## src/rtl/phy_mgmt_pkg.sv

```systemverilog
package phy_mgmt_pkg;
    localparam int DW = 16;

    typedef enum logic [1:0] {
        ST_IDLE  = 2'd0,
        ST_READ  = 2'd1,
        ST_WRITE = 2'd2
    } mgmt_state_e;

    localparam int IDX_CTRL    = 0;
    localparam int IDX_STAT    = 1;
    localparam int IDX_ID_HI   = 2;
    localparam int IDX_ID_LO   = 3;
    localparam int IDX_ADV     = 4;
    localparam int IDX_PARTNER = 5;
    localparam int IDX_SPEED   = 17;
    localparam int IDX_DIAG    = 18;

    localparam logic [DW-1:0] STAT_LINK_UP = 16'h782E;
    localparam logic [DW-1:0] SPEED_GIG    = 16'h8000;
    localparam logic [DW-1:0] NO_DEVICE    = 16'hFFFF;
    localparam logic [DW-1:0] ADV_MODES    = 16'h01E0;
    localparam int            CTRL_RST_BIT = 15;

    function automatic logic [DW-1:0] reset_value(int idx);
        case (idx)
            IDX_CTRL:  return 16'h3100;
            IDX_ID_HI: return 16'h0300;
            IDX_ID_LO: return 16'hE400;
            IDX_ADV:   return 16'h01E1;
            default:   return '0;
        endcase
    endfunction
endpackage

```

## src/rtl/phy_mgmt_fsm.sv

```systemverilog
module phy_mgmt_fsm
    import phy_mgmt_pkg::*;
#(
    parameter int REG_AW = 5
) (
    input  logic              clk,
    input  logic              rst_n,
    input  logic              req_valid,
    input  logic              req_write,
    input  logic              req_own,
    input  logic [REG_AW-1:0] req_reg,
    input  logic [DW-1:0]     req_wdata,
    output logic              req_ready,
    output logic              rsp_valid,
    output logic              wr_en,
    output logic              hold_own,
    output logic [REG_AW-1:0] hold_reg,
    output logic [DW-1:0]     hold_wdata
);
    mgmt_state_e state_q, state_d;
    logic        accept;

    assign accept = req_valid && (state_q == ST_IDLE);

    always_ff @(posedge clk) begin
        if (!rst_n) state_q <= ST_IDLE;
        else        state_q <= state_d;
    end

    always_comb begin
        state_d = state_q;
        unique case (state_q)
            ST_IDLE:  if (accept) state_d = req_write ? ST_WRITE : ST_READ;
            ST_READ:  state_d = ST_IDLE;
            ST_WRITE: state_d = ST_IDLE;
            default:  state_d = ST_IDLE;
        endcase
    end

    always_ff @(posedge clk) begin
        if (!rst_n) begin
            hold_own   <= 1'b0;
            hold_reg   <= '0;
            hold_wdata <= '0;
        end else if (accept) begin
            hold_own   <= req_own;
            hold_reg   <= req_reg;
            hold_wdata <= req_wdata;
        end
    end

    always_comb begin
        req_ready = 1'b0;
        rsp_valid = 1'b0;
        wr_en     = 1'b0;
        unique case (state_q)
            ST_IDLE:  req_ready = 1'b1;
            ST_READ:  rsp_valid = 1'b1;
            ST_WRITE: wr_en     = hold_own;
            default:  ;
        endcase
    end
endmodule

```

## src/rtl/phy_mgmt_store.sv

```systemverilog
module phy_mgmt_store
    import phy_mgmt_pkg::*;
#(
    parameter int REG_AW = 5
) (
    input  logic              clk,
    input  logic              rst_n,
    input  logic              wr_en,
    input  logic [REG_AW-1:0] idx,
    input  logic [DW-1:0]     wdata,
    output logic [DW-1:0]     stored,
    output logic [DW-1:0]     adv_q,
    output logic [DW-1:0]     ctrl_q
);
    localparam int NUM_REGS = 1 << REG_AW;

    logic [DW-1:0] mem_q [NUM_REGS];

    always_ff @(posedge clk) begin
        if (!rst_n) begin
            for (int i = 0; i < NUM_REGS; i++) mem_q[i] <= reset_value(i);
        end else if (wr_en) begin
            mem_q[idx] <= wdata;
            mem_q[IDX_CTRL][CTRL_RST_BIT] <= 1'b0;
        end
    end

    assign stored = mem_q[idx];
    assign adv_q  = mem_q[IDX_ADV];
    assign ctrl_q = mem_q[IDX_CTRL];
endmodule

```

## src/rtl/phy_mgmt_readmux.sv

```systemverilog
module phy_mgmt_readmux
    import phy_mgmt_pkg::*;
#(
    parameter int REG_AW = 5
) (
    input  logic              own,
    input  logic              link_up,
    input  logic [REG_AW-1:0] idx,
    input  logic [DW-1:0]     stored,
    input  logic [DW-1:0]     adv_q,
    output logic [DW-1:0]     rdata
);
    logic fast_mode, full_duplex;

    assign fast_mode   = adv_q[7] | adv_q[8];
    assign full_duplex = adv_q[8] | adv_q[6];

    always_comb begin
        rdata = stored;
        if (!own) begin
            rdata = NO_DEVICE;
        end else begin
            case (int'(idx))
                IDX_STAT:    rdata = link_up ? STAT_LINK_UP : '0;
                IDX_PARTNER: rdata = 16'h4000 | (adv_q & ADV_MODES) | 16'h0001;
                IDX_SPEED:   rdata = SPEED_GIG;
                IDX_DIAG: begin
                    rdata = '0;
                    if (link_up) begin
                        rdata[10] = fast_mode;
                        rdata[11] = full_duplex;
                    end
                end
                default:     rdata = stored;
            endcase
        end
    end
endmodule

```

## src/rtl/phy_mgmt_regfile.sv

```systemverilog
module phy_mgmt_regfile
    import phy_mgmt_pkg::*;
#(
    parameter logic [4:0] PHY_ADDR = 5'd7,
    parameter int         REG_AW   = 5
) (
    input  logic              clk,
    input  logic              rst_n,
    input  logic              link_up,
    input  logic              req_valid,
    output logic              req_ready,
    input  logic              req_write,
    input  logic [4:0]        req_phy,
    input  logic [REG_AW-1:0] req_reg,
    input  logic [15:0]       req_wdata,
    output logic              rsp_valid,
    output logic [15:0]       rsp_rdata
);
    logic              wr_en, hold_own;
    logic [REG_AW-1:0] hold_reg;
    logic [DW-1:0]     hold_wdata, stored, adv_q, ctrl_q, mux_data;

    phy_mgmt_fsm #(.REG_AW(REG_AW)) u_fsm (
        .clk(clk), .rst_n(rst_n),
        .req_valid(req_valid), .req_write(req_write),
        .req_own(req_phy == PHY_ADDR), .req_reg(req_reg), .req_wdata(req_wdata),
        .req_ready(req_ready), .rsp_valid(rsp_valid), .wr_en(wr_en),
        .hold_own(hold_own), .hold_reg(hold_reg), .hold_wdata(hold_wdata)
    );

    phy_mgmt_store #(.REG_AW(REG_AW)) u_store (
        .clk(clk), .rst_n(rst_n), .wr_en(wr_en), .idx(hold_reg),
        .wdata(hold_wdata), .stored(stored), .adv_q(adv_q), .ctrl_q(ctrl_q)
    );

    phy_mgmt_readmux #(.REG_AW(REG_AW)) u_mux (
        .own(hold_own), .link_up(link_up), .idx(hold_reg),
        .stored(stored), .adv_q(adv_q), .rdata(mux_data)
    );

    assign rsp_rdata = rsp_valid ? mux_data : '0;
endmodule

```

## config.mk

```make
export PLATFORM = sky130hd
export DESIGN_NAME = phy_mgmt_regfile
export DESIGN_NICKNAME = d
export VERILOG_FILES = /design/src/rtl/phy_mgmt_pkg.sv /design/src/rtl/phy_mgmt_fsm.sv /design/src/rtl/phy_mgmt_store.sv /design/src/rtl/phy_mgmt_readmux.sv /design/src/rtl/phy_mgmt_regfile.sv
export SDC_FILE = /design/constraint.sdc
export NUM_CORES = 1
export LEC_CHECK = 0
export ABC_CLOCK_PERIOD_IN_PS = 5100
export BUFFER_PORTS_ARGS = -buffer_cell sky130_fd_sc_hd__buf_2
export CAP_MARGIN = 20
export CORE_MARGIN = 10
export CORE_UTILIZATION = 40
export DETAILED_ROUTE_END_ITERATION = 8
export GPL_TIMING_DRIVEN = 0
export RECOVER_POWER = 50
export SYNTH_ARGS = -nofsm -noshare
export SYNTH_HDL_FRONTEND = slang
export SYNTH_HIERARCHICAL = 1
export SYNTH_SLANG_ARGS = --single-unit
export TNS_END_PERCENT = 20
```

## constraint.sdc

```tcl
create_clock -name clk -period 5.1 [get_ports clk]
set_input_delay 1.02 -clock clk [delete_from_list [all_inputs] [get_ports clk]]
set_output_delay 1.02 -clock clk [all_outputs]
set_load 0.1 [all_outputs]
```

; Word-level counts from Yosys, hierarchy flattened
; Memory sizes are Yosys's and may differ from the RTL's. A register that Yosys moved wholly into a read port is not among the register bits.
; Cells that the tools add are included.
[totals]
ff_bits = 24
rom_bits = 0
mem_count = 1
mem_bits_rw = 512
latch_bits = 0
[classes]
bitwise_logic = 9
n_div = 0
n_mux = 24
n_addsub = 0
multipliers = 0
n_reduce_logical = 4
n_eq_ne = 8
n_lt_le_gt_ge = 0
n_shift = 0
[memory_table]
columns = name, words, word_bits, rd, rd_clocked_by_memory_dff, write_ports, line
row1 = u_store.mem_q, 32, 16, 2, 1, 32, phy_mgmt_store.sv:17  ; logic [DW-1:0] mem_q [NUM_REGS];
[op_table]
columns = operator, n
row1 = 16-bit 2-to-1 mux, 8
row2 = 16-bit one-hot mux with 4 select lines, 1
row3 = 16-bit OR reduction, 1
row4 = "5-bit equality test, second input constant", 3
row5 = 15-bit 2-to-1 mux, 1
row6 = 5-bit 2-to-1 mux, 3
row7 = "5-bit by 3-bit equality test with 1-bit output, second input constant", 2
row8 = 1-bit 2-to-1 mux, 8
row9 = 2-bit 2-to-1 mux, 3
row10 = "5-bit by 1-bit equality test with 1-bit output, second input constant", 1
row11 = 1-bit bitwise AND, 3
row12 = 1-bit bitwise OR, 3
row13 = "2-bit by 1-bit equality test with 1-bit output, second input constant", 1
row14 = "2-bit equality test, second input constant", 1
row15 = 2-bit zero test, 1
row16 = 1-bit NOT, 2
row17 = 2-bit AND reduction, 1
row18 = "1-bit bitwise AND, second input constant", 1
row19 = 1-bit logical AND, 1

; Longest topological paths before layout
[logic_depth]
word_depth = 10
ltp_mapped = 9

; Hierarchy
; The synthesis kept the hierarchy.
[by_module_without_submodules]
columns = mod, area_each_um2, n_inst, seq_area_each_um2, cells_each
row1 = phy_mgmt_store, 23775.3, 1, 15374.7, 1752
row2 = phy_mgmt_fsm, 968.4, 1, 480.5, 104
row3 = phy_mgmt_readmux, 294.0, 1, 0.0, 34
row4 = phy_mgmt_regfile, 138.9, 1, 0.0, 19

; Worst setup path before layout
; OpenSTA, ideal clock, no wires.
[synth_path]
path_kind = register to output
startpoint = register u_fsm.state_q[0]
endpoint = output rsp_rdata[10]
path_slack_ps = 1143
required_ps = 4080
stages_incl_launch_ff = 4
path_buffers = 1
arrival_time_ps = 2937
path_cell_list = dfxtp_1 nor2b_1 buf_6 and2_1
[synth_between]
elab_chain_cells = 3
[synth_lines]
columns = item, line
row1 = start: declaration, phy_mgmt_fsm.sv:20  ; mgmt_state_e state_q, state_d;
row2 = start signal: assignment, phy_mgmt_fsm.sv:27  ; else state_q <= state_d;
row3 = 2-bit by 1-bit equality test with 1-bit output, phy_mgmt_fsm.sv:56  ; unique case (state_q)
row4 = 1-bit 2-to-1 mux, phy_mgmt_fsm.sv:56
row5 = named net rsp_valid, phy_mgmt_regfile.sv:16  ; output logic rsp_valid,
row6 = 16-bit 2-to-1 mux, phy_mgmt_regfile.sv:41  ; assign rsp_rdata = rsp_valid ? mux_data : '0;
row7 = end: declaration, phy_mgmt_regfile.sv:17  ; output logic [15:0] rsp_rdata
; The timed path passes the listed nets, and every way through them passes these cells.

; Worst setup path in the final report
[layout_path]
startpoint = register u_fsm.hold_reg[4]
endpoint = output rsp_rdata[11]
[layout_between]
elab_chain_cells = 4
word_cells_on_any_way = 7
cone_classes = eq/ne (4) / mux (3)
[layout_lines]
columns = item, line
row1 = start: declaration, phy_mgmt_fsm.sv:17  ; output logic [REG_AW-1:0] hold_reg,
row2 = start signal: assignment, phy_mgmt_fsm.sv:47  ; hold_reg <= req_reg;
row3 = "5-bit equality test, or another cell as far along", phy_mgmt_readmux.sv:23  ; case (int'(idx))
row4 = 16-bit one-hot mux with 4 select lines *, phy_mgmt_readmux.sv:23
row5 = 16-bit 2-to-1 mux *, phy_mgmt_readmux.sv:20  ; if (!own) begin
row6 = named net mux_data[11], phy_mgmt_regfile.sv:21  ; logic [DW-1:0] hold_wdata, stored, adv_q, ctrl_q, mux_data;
row7 = 16-bit 2-to-1 mux *, phy_mgmt_regfile.sv:41
; The timed path passes the listed nets; every way through them passes the cells marked *.

==> impl_metrics.toml <==
[outcome]
status = "complete, but fails checks"
violations = "setup timing"

[routing]
drt-total-wl_mm = 82.92
routedWlPerCell_microns = 28.44
num_vias = 16505
drt_iter0_drc = 2012
firstDrtPassIters = 5
viasPerCell = 5.660
remaining_drc_errors = 0
drtAntennaViolNets = 0

[pwr]
p_leak_uw = 0.009720
power_uw = 9858
ir_worst_vdd_mv = 0.2387
intPower_uw = 7432
power_density_nw_per_um2 = 345.1
p_sw_frac = 0.2461
p_seq_frac = 0.510
p_clk_frac = 0.397
power_frac_comb = 0.093
power.switching_uw = 2426

[setup_path]
start_kind = "flip-flop"
cpPeakStageDelay_ps = 600
crit_path_frequent_cell = "buf_2"
arrival_ps = 4120
crit_chain = "buf_2 -> buf_4 -> nand4b_1 -> buf_2 -> o22ai_1 -> nor4_2 -> nand2_1 -> a221o_1 -> and2_2 -> buf_2"
path_max_fanout = 10
r2r_cells = 7
worstSetupEndpointType = "primary output"
cp_top_family = "buffers and inverters"
cp_data_required_time_ps = 4080
path_buf_inv = 4
crit_slowest_cell = "o22ai_1"
crit_type = "reg -> out"
cp.depth = 10

[sta]
holdWs_ps = 489.4
final-setup-viol-count = 2
finClkSkew_ps = 15.73
min_period_ps = 5137
drv_slew = 0
slew_headroom = 0.1831
max_freq_ghz = 0.1947
finalHoldViolCount = 0
rsz0062_at_grt = "true"
period_share = 1.007
tightest_slew_ps = 1225
finalWorstSetupSlack_ps = -37.40

[yosys]
synth_seq_area_share = 0.6298
synthCells = 1909
synth-main-ff-cell = "edfxtp_1"
synth_area_per_cell_sq_um = 13.19
synthArstFlopShare = 0
syn_nets = 1940
ys_ff_latch = 536
synth.distinct_cells = 50
ys_warn_count = 6
synth_edf_count = 512
synth_area_sq_um = 25180

[grt]
grt_use_met3 = 0.05161
grt_max_degree = 16
track_usage = 0.2198
grtUsageMet1 = 0.2956
grt_pass1_vias = 16041
overflow = 0
grt_pass1_wl_mm = 117.0
antenna_found_initial = 4
grt_use_met2 = 0.3377
top_usage_layer = "met2"

[final_layout]
fillers = 5569
utilization = 0.4604
layout_common_cells = "edfxtp_1, mux2i_1, and2_0"
multiInputGateArea_sq_um = 8592
design_area_sq_um = 28570
mostFrequentLayoutCell = "edfxtp_1"
final-seq-area_sq_um = 15860
drive_gt1_frac = 0.1304
largest_reg_flops = 512
fin_nets = 2066
n_antenna_cell = 0
area_growth_pct = 13.47

[min_path]
hp-class = "reg -> reg"
hold_depth = 2

[cts]
clock_path_buffers = 3
cts_setup_buffers = 0
clock_sinks = 536
cts-root-buf = "clkbuf_16"
numCtsBuffers = 56
cts.clk_slew.worst_paths_ps = 60
clock_latency_ps = 630
cts_tree = "built"
cts_max_level = 2

[floorplanning]
die_area_sq_um = 73380
design.core.area_sq_um = 62050
rows = 91
ios = 49
dieWidth_microns = 270.9
initial_utilization = 0.4057
die_height_microns = 270.9

[placement]
placed_area_sq_um = 26780
portBuffers = 48
hpwl_mm = 59.10
gp_congestion = 0.9720

[flow_run]
drv_cap = 0
per-stage QoR:
stage | std cells | setup slack (ps) | TNS, ps
2_1_floorplan | 1909 | 1143 | 0
3_3_place_gp | 2794 | -341.8 | -1731
3_5_place_dp | 2814 | -245.2 | -605.9
4_1_cts | 2916 | -154.5 | -674.4
5_1_grt | 2916 | -112.0 | -203.4
6_report | 2916 | -37.40 | -44.97
cells in the mapped netlist, types with 15 or more instances:
cell type    n  share of area
buf_2       52          0.010
clkbuf_1    92          0.014
edfxtp_1   512           0.61
dfxtp_1     24          0.019
o21ai_0     56          0.011
nor4_1      32         0.0080
nor2_1      20         0.0030
clkbuf_2    15         0.0030
o22ai_1    128          0.032
mux2i_1    278           0.11
nand2_1     67          0.010
or3_1       16         0.0040
and2_1     501           0.12
layout make-up:
type,instances,share of cell area
Buffer,175,0.02943
Clock buffer,77,0.05326
Clock inverter,25,0.007051
Inverter,3,0.0003942
Multi-Input combinational cell,1192,0.3007
Sequential cell,536,0.5550
Tap cell,837,0.03666
Timing Repair Buffer,71,0.01743
tightest hold or removal path, stage by stage (launching register included):
cell and delay, ps:
dfxtp_1 330, nand2_1 60, mux2i_1 50
per-layer routing:
layer | wire length (microns) | up-vias
met5 | 0 | -
met3 | 8114 | 142
met4 | 3415 | 0
met2 | 37360 | 799
li1 | - | 7182
met1 | 34030 | 8382
path summary, 6_finish.rpt:
path / startpoint / to / slack (ps)
worst max-delay path: u_fsm/hold_reg[4] / rsp_rdata[11] / -40
worst min-delay path: u_fsm/hold_own / u_fsm/hold_own / 490
worst max register to register: u_fsm/state_q[1] / u_store/mem_q[16][8] / 1580
worst min register to register: u_fsm/hold_own / u_fsm/hold_own / 490
logic make-up (layout without fill, tap and decap cells):
group                  after synthesis  after routing  share of synthesized area
and+or+nand+nor                    711            711                     0.1752
DFF                                536            536                     0.6298
muxes                              278            278                     0.1105
AOI/OAI and AO/OA                  202            202                    0.05019
buffers and inverters              181            351                    0.03419
other                                1              1                  0.0001489
power by group through the flow:
stage / Sequential [uW] / Combinational [uW] / Clock, uW
finish: 5030 / 914 / 3910
global route: 5040 / 941 / 4140
CTS: 5030 / 897 / 3960
detailed placement: 5120 / 886 / 0
global placement: 5120 / 848 / 0
floorplan: 5090 / 494 / 0
what timing repair did:
item,4_1_cts,5_1_grt
setup endpoints to repair,16,15
resized for setup,22,32
hold buffers,0,0
pin swaps,0,2
Power figures use the tool's default switching activity.
